[src/rtl/spi_ee_pkg.sv]
package spi_ee_pkg;
  localparam int BYTE_W = 8;
  localparam int CNT_W  = $clog2(BYTE_W);

  localparam logic [BYTE_W-1:0] OP_READ  = 8'h03;
  localparam logic [BYTE_W-1:0] OP_WRITE = 8'h02;
  localparam logic [BYTE_W-1:0] OP_WREN  = 8'h06;
  localparam logic [BYTE_W-1:0] OP_WRDI  = 8'h04;
  localparam logic [BYTE_W-1:0] OP_RDSR  = 8'h05;

  typedef enum logic [2:0] {
    PH_OPC, PH_ADDR, PH_RDATA, PH_WDATA, PH_STAT, PH_SETTLE, PH_SKIP
  } phase_e;
endpackage

[src/rtl/spi_ee_edge.sv]
module spi_ee_edge (
  input  logic clk,
  input  logic rst_n,
  input  logic cs_n,
  input  logic sck,
  input  logic hold_n,
  output logic sck_rise,
  output logic sck_fall,
  output logic cs_rise
);
  logic sck_q, cs_q;

  always_ff @(posedge clk or negedge rst_n) begin
    if (!rst_n) begin
      sck_q <= 1'b0;
      cs_q  <= 1'b1;
    end else begin
      sck_q <= sck;
      cs_q  <= cs_n;
    end
  end

  assign sck_rise = sck & ~sck_q & hold_n & ~cs_n;
  assign sck_fall = ~sck & sck_q & hold_n & ~cs_n;
  assign cs_rise  = cs_n & ~cs_q;
endmodule

[src/rtl/spi_ee_cmd.sv]
module spi_ee_cmd
  import spi_ee_pkg::*;
#(
  parameter int PAGE_W = 4
) (
  input  logic              clk,
  input  logic              rst_n,
  input  logic              cs_n,
  input  logic              sck_rise,
  input  logic              cs_rise,
  input  logic              si,
  input  logic              wr_busy,
  output phase_e            phase,
  output logic [CNT_W-1:0]  bit_cnt,
  output logic [BYTE_W-1:0] ptr,
  output logic              wel,
  output logic              wr_valid,
  output logic [BYTE_W-1:0] wr_addr,
  output logic [BYTE_W-1:0] wr_data,
  output logic              wr_commit
);
  localparam logic [CNT_W-1:0] LAST_BIT = CNT_W'(BYTE_W - 1);

  phase_e            ph_q, ph_d;
  logic [CNT_W-1:0]  cnt_q, cnt_d;
  logic [BYTE_W-2:0] sh_q, sh_d;
  logic [BYTE_W-1:0] ptr_q, ptr_d, wa_q, wa_d, wd_q, wd_d;
  logic              wel_q, wel_d, wen_q, wen_d, rd_q, rd_d;
  logic              have_q, have_d, busy_q, wv_q, wv_d;
  logic [BYTE_W-1:0] byte_in;
  logic              last;

  assign byte_in = {sh_q, si};
  assign last    = (cnt_q == LAST_BIT);

  always_comb begin
    ph_d   = ph_q;
    cnt_d  = cnt_q;
    sh_d   = sh_q;
    ptr_d  = ptr_q;
    wa_d   = wa_q;
    wd_d   = wd_q;
    wel_d  = wel_q;
    wen_d  = wen_q;
    rd_d   = rd_q;
    have_d = have_q;
    wv_d   = 1'b0;
    if (busy_q && !wr_busy) wel_d = 1'b0;
    if (cs_n) begin
      ph_d   = PH_OPC;
      cnt_d  = '0;
      have_d = 1'b0;
      if (cs_rise && ph_q == PH_SETTLE) wel_d = wen_q;
    end else if (sck_rise) begin
      cnt_d = cnt_q + 1'b1;
      sh_d  = byte_in[BYTE_W-2:0];
      unique case (ph_q)
        PH_OPC: if (last) begin
          if (byte_in == OP_RDSR) ph_d = PH_STAT;
          else if (wr_busy) ph_d = PH_SKIP;
          else if (byte_in == OP_READ) begin
            ph_d = PH_ADDR; rd_d = 1'b1;
          end else if (byte_in == OP_WRITE && wel_q) begin
            ph_d = PH_ADDR; rd_d = 1'b0;
          end else if (byte_in == OP_WREN || byte_in == OP_WRDI) begin
            ph_d = PH_SETTLE; wen_d = (byte_in == OP_WREN);
          end else ph_d = PH_SKIP;
        end
        PH_ADDR: if (last) begin
          ptr_d = byte_in;
          ph_d  = rd_q ? PH_RDATA : PH_WDATA;
        end
        PH_RDATA: if (last) ptr_d = ptr_q + 1'b1;
        PH_WDATA: if (last) begin
          wv_d   = 1'b1;
          wd_d   = byte_in;
          wa_d   = ptr_q;
          ptr_d  = {ptr_q[BYTE_W-1:PAGE_W], ptr_q[PAGE_W-1:0] + 1'b1};
          have_d = 1'b1;
        end
        PH_SETTLE: ph_d = PH_SKIP;
        default: ;
      endcase
    end
  end

  always_ff @(posedge clk or negedge rst_n) begin
    if (!rst_n) begin
      ph_q   <= PH_OPC;
      cnt_q  <= '0;
      sh_q   <= '0;
      ptr_q  <= '0;
      wa_q   <= '0;
      wd_q   <= '0;
      wel_q  <= 1'b0;
      wen_q  <= 1'b0;
      rd_q   <= 1'b0;
      have_q <= 1'b0;
      busy_q <= 1'b0;
      wv_q   <= 1'b0;
    end else begin
      ph_q   <= ph_d;
      cnt_q  <= cnt_d;
      sh_q   <= sh_d;
      ptr_q  <= ptr_d;
      wa_q   <= wa_d;
      wd_q   <= wd_d;
      wel_q  <= wel_d;
      wen_q  <= wen_d;
      rd_q   <= rd_d;
      have_q <= have_d;
      busy_q <= wr_busy;
      wv_q   <= wv_d;
    end
  end

  assign phase     = ph_q;
  assign bit_cnt   = cnt_q;
  assign ptr       = ptr_q;
  assign wel       = wel_q;
  assign wr_valid  = wv_q;
  assign wr_addr   = wa_q;
  assign wr_data   = wd_q;
  assign wr_commit = cs_rise && ph_q == PH_WDATA && cnt_q == '0 && have_q;
endmodule

[src/rtl/spi_ee_tx.sv]
module spi_ee_tx
  import spi_ee_pkg::*;
(
  input  logic              clk,
  input  logic              rst_n,
  input  logic              sck_fall,
  input  logic              out_phase,
  input  logic              first_bit,
  input  logic [BYTE_W-1:0] src,
  output logic              so
);
  logic [BYTE_W-2:0] tx_q, tx_d;
  logic              so_q, so_d;

  always_comb begin
    tx_d = tx_q;
    so_d = so_q;
    if (sck_fall && out_phase) begin
      if (first_bit) begin
        so_d = src[BYTE_W-1];
        tx_d = src[BYTE_W-2:0];
      end else begin
        so_d = tx_q[BYTE_W-2];
        tx_d = {tx_q[BYTE_W-3:0], 1'b0};
      end
    end
  end

  always_ff @(posedge clk or negedge rst_n) begin
    if (!rst_n) begin
      tx_q <= '0;
      so_q <= 1'b0;
    end else begin
      tx_q <= tx_d;
      so_q <= so_d;
    end
  end

  assign so = so_q;
endmodule

[src/rtl/spi_ee_engine.sv]
module spi_ee_engine
  import spi_ee_pkg::*;
#(
  parameter int PAGE_W = 4
) (
  input  logic       clk,
  input  logic       rst_n,
  input  logic       cs_n,
  input  logic       sck,
  input  logic       si,
  input  logic       hold_n,
  output logic       so,
  output logic       so_oe,
  output logic [7:0] rd_addr,
  input  logic [7:0] rd_data,
  input  logic       wr_busy,
  input  logic [1:0] bp,
  output logic       wr_valid,
  output logic [7:0] wr_addr,
  output logic [7:0] wr_data,
  output logic       wr_commit
);
  logic              sck_rise, sck_fall, cs_rise, wel, out_phase;
  phase_e            phase;
  logic [CNT_W-1:0]  bit_cnt;
  logic [BYTE_W-1:0] status, tx_src;

  spi_ee_edge u_edge (
    .clk(clk), .rst_n(rst_n), .cs_n(cs_n), .sck(sck), .hold_n(hold_n),
    .sck_rise(sck_rise), .sck_fall(sck_fall), .cs_rise(cs_rise)
  );

  spi_ee_cmd #(.PAGE_W(PAGE_W)) u_cmd (
    .clk(clk), .rst_n(rst_n), .cs_n(cs_n), .sck_rise(sck_rise),
    .cs_rise(cs_rise), .si(si), .wr_busy(wr_busy), .phase(phase),
    .bit_cnt(bit_cnt), .ptr(rd_addr), .wel(wel), .wr_valid(wr_valid),
    .wr_addr(wr_addr), .wr_data(wr_data), .wr_commit(wr_commit)
  );

  assign status    = {{(BYTE_W-4){1'b0}}, bp[1], bp[0], wel, wr_busy};
  assign out_phase = (phase == PH_RDATA) || (phase == PH_STAT);
  assign tx_src    = (phase == PH_STAT) ? status : rd_data;

  spi_ee_tx u_tx (
    .clk(clk), .rst_n(rst_n), .sck_fall(sck_fall), .out_phase(out_phase),
    .first_bit(bit_cnt == '0), .src(tx_src), .so(so)
  );

  assign so_oe = ~cs_n & hold_n & out_phase;
endmodule

[config.mk]
export PLATFORM = sky130hd
export DESIGN_NAME = spi_ee_engine
export DESIGN_NICKNAME = d
export VERILOG_FILES = /design/src/rtl/spi_ee_pkg.sv /design/src/rtl/spi_ee_edge.sv /design/src/rtl/spi_ee_cmd.sv /design/src/rtl/spi_ee_tx.sv /design/src/rtl/spi_ee_engine.sv
export SDC_FILE = /design/constraint.sdc
export NUM_CORES = 1
export LEC_CHECK = 0
export BUFFER_PORTS_ARGS = -buffer_cell sky130_fd_sc_hd__clkbuf_2
export CAP_MARGIN = 20
export CORE_UTILIZATION = 50
export DETAILED_ROUTE_END_ITERATION = 12
export PLACE_DENSITY = 0.74
export SKIP_CTS_REPAIR_TIMING = 1
export SLEW_MARGIN = 40
export SYNTH_ARGS = -nofsm -noshare
export SYNTH_HDL_FRONTEND = slang
export SYNTH_SLANG_ARGS = --single-unit
export TNS_END_PERCENT = 5
[constraint.sdc]
create_clock -name clk -period 1.88 [get_ports clk]
set_input_delay 0.564 -clock clk [delete_from_list [all_inputs] [get_ports clk]]
set_output_delay 0.564 -clock clk [all_outputs]
set_load 0.01 [all_outputs]
==> results.ini <==
[sta]
period_share_pct = 105.9
min_period_ns = 1.990
fin_skew_ns = 0.01278
setup_ws_ns = -0.1103
rsz0062_at_grt = yes
fmax_ghz = 0.5024
setup_violations = 2
drv_slew = 0
tns_ns = -0.2046
hold_slack_ns = 0.2282
worst_pin_slew_ns = 0.5385
final-hold-violation-count = 0
max-slew-margin-rel_pct = 63.17

[routing]
drt_iter0_drc = 98
vias = 2123
drt-total-wl_um = 5613
via_per_inst = 5.375
firstDrtPassIters = 4
wl_per_cell_um = 14.21
drt_drc_violations_left = 0
drtAntennaViolNets = 0

[synth]
synth_cells = 257
synthArstFlopShare_pct = 100.0
synth-edff-count = 0
ys_seq_elements = 53
postSynthAreaPerCell_um2 = 10.05
synth_nets = 278
synth_most_common_cell = dfrtp_1
yosysWarnings = 0
synth.distinct_cells = 51
synth_top_area_cell = dfrtp_1
seq_area_frac_synth_pct = 51.38
synthTopCellsByCount = 52 x dfrtp_1, 40 x nand2_1, 22 x nor2_1
yosys_most_used_dff = dfrtp_1
ys_top_cells_by_area = dfrtp_1 50%, mux2_2 7.4%, nand2_1 5.8%, nor2_1 3.2%, a21oi_1 2.3%
yosys.area.top_type_share_pct = 50.36
netlist_area_um2 = 2584

[setup_path]
cp_max_fo = 3
rrSetupSlack_ns = 0
start_kind = flop
critPathCaptureType = primary output
rr_worst_depth = 6
r2r-end = u_tx.tx_q[3]
critPathKind = reg -> out
worstReg2RegStart = u_cmd.phase[2]
cp.arrival_ns = 1.43
required_ns = 1.32

[clock_tree]
cts_tree = yes
clock_latency_ns = 0.32
cts-root-buf = clkbuf_8
clk_pin_slew_ns = 0.09
cts_max_level = 2
numCtsBuffers = 5
clock_sinks = 53
clockBufferDepth = 2

[placed_design]
portBuffers = 44
gp_congestion = 0.9183
hpwlAfterDp_um = 3911

[run]
cap_violations = 0

[floorplan]
rows = 25
die_area_um2 = 5459
initial_core_util_pct = 53.29
die_y_um = 73.89
coreArea_um2 = 4848
die_w_um = 73.89
io_pins = 45

[run_status]
status = finished with violations
violations = negative setup slack

[power_and_ir_drop]
cellLeakagePower_uw = 0.001729
powerDensity_nw_per_um2 = 658.6
ir_drop_uv = 425.7

[global_route]
grt_pass1_vias = 1936
grt.total_usage_pct = 22.17
gr-total-overflow = 0
grt_pass1_wl_um = 9066
grt_max_degree = 54
antenna_found_initial = 0

[hold_path]
holdCritPathClass = in -> async

[final_layout]
final_nets = 348
diodes = 0
drive_gt1_share_pct = 37.80
area_growth_pct = 26.68

==> layout by cell type, fill, tap and decap left out, drive strengths merged, types with 6 or more instances in the layout <==
| cell type | synthesis | layout |
|---|---|---|
| o21ai | 14 | 14 |
| mux2 | 17 | 17 |
| buf | 4 | 35 |
| nand2 | 40 | 40 |
| nor2 | 22 | 22 |
| dfrtp | 52 | 52 |
| a21oi | 12 | 12 |
| clkbuf | 10 | 47 |
| inv | 7 | 8 |
| nand3 | 6 | 6 |
| and3 | 6 | 6 |
==> metrics by stage <==
step	area, um2	utilization [%]	setup slack, ns	total power [uW]	std cells
6_report	3273	67.51	-0.1103	2156	395
5_1_grt	3273	67.51	-0.1768	2253	395
4_1_cts	3167	65.32	-0.2294	2155	391
3_5_place_dp	3073	63.38	-0.2292	1495	383
3_3_place_gp	3073	63.38	-0.1856	1487	383
2_1_floorplan	2586	-	-0.07790	1348	257
==> layout make-up <==
type                       count  area (um2)
tap                           67       83.83
inverter                       7       26.28
fill                         373        1575
multi-input combinational    183        1242
clock buffer                   5       68.82
sequential                    53        1330
timing repair buffer          77       496.7
clock inverter                 3       25.02
==> critical path, cell delays in order, from the launching register on <==
cell and delay, ns:
dfrtp_1 0.41, inv_2 0.08, ha_4 0.13, nor2b_4 0.16, nand3_2 0.08, nor2_2 0.11, buf_2 0.13
==> power breakdown <==
part | leakage [uW] | internal (uW) | switching, uW
clock | 0.0000447 | 269 | 394
combinational | 0.000965 | 130 | 158
sequential | 0.000719 | 1170 | 31.0
==> how the worst max path moves through the flow <==
stage                                 from      endpoint  depth (start not counted)  slack [ns]
after global placement                cs_n  u_tx.tx_q[2]                          6       -0.19
final                     u_cmd.bit_cnt[1]     wr_commit                          6       -0.11
after global routing      u_cmd.bit_cnt[1]     wr_commit                          6       -0.18
after detailed placement              cs_n  u_tx.tx_q[3]                          6       -0.23
after CTS                 u_cmd.bit_cnt[0]     wr_commit                          6       -0.23
after floorplan                       cs_n  u_tx.tx_q[3]                          5       -0.08
==> metal layers <==
layer | share of wire [%] | track usage, % | vias up | routed length (um)
li1 | - | - | 1050 | -
met1 | 49 | 31.90 | 1007 | 2728
met2 | 45 | 33.54 | 56 | 2535
met3 | 4.8 | 4.938 | 10 | 270
met4 | 1.4 | 6.624 | 0 | 78
met5 | 0 | 0 | - | 0
==> cells by family after synthesis <==
kind of cell               synth area share (%)
muxes                                     9.346
adders and majority gates                 1.937
xor gates and xnor gates                  1.017
buffers and inverters                     3.245
AOI/OAI and AO/OA                         12.83
DFF                                       51.38
and+or+nand+nor                           20.24
==> registers in the layout (all words and copies together) (netlist names) <==
register and count:
u_cmd.have_q 1, u_cmd.wr_data 8, u_cmd.bit_cnt 3, u_cmd.sh_q 7, u_cmd.wel 1, u_cmd.rd_q 1
u_cmd.ptr 8, u_tx.tx_q 7, u_cmd.wen_q 1, u_edge.cs_q 1, u_cmd.wr_addr 8, u_cmd.busy_q 1
u_cmd.phase 3, u_edge.sck_q 1, u_cmd.wr_valid 1, u_tx.so 1
No activity file was read; power rests on OpenSTA's default activity.
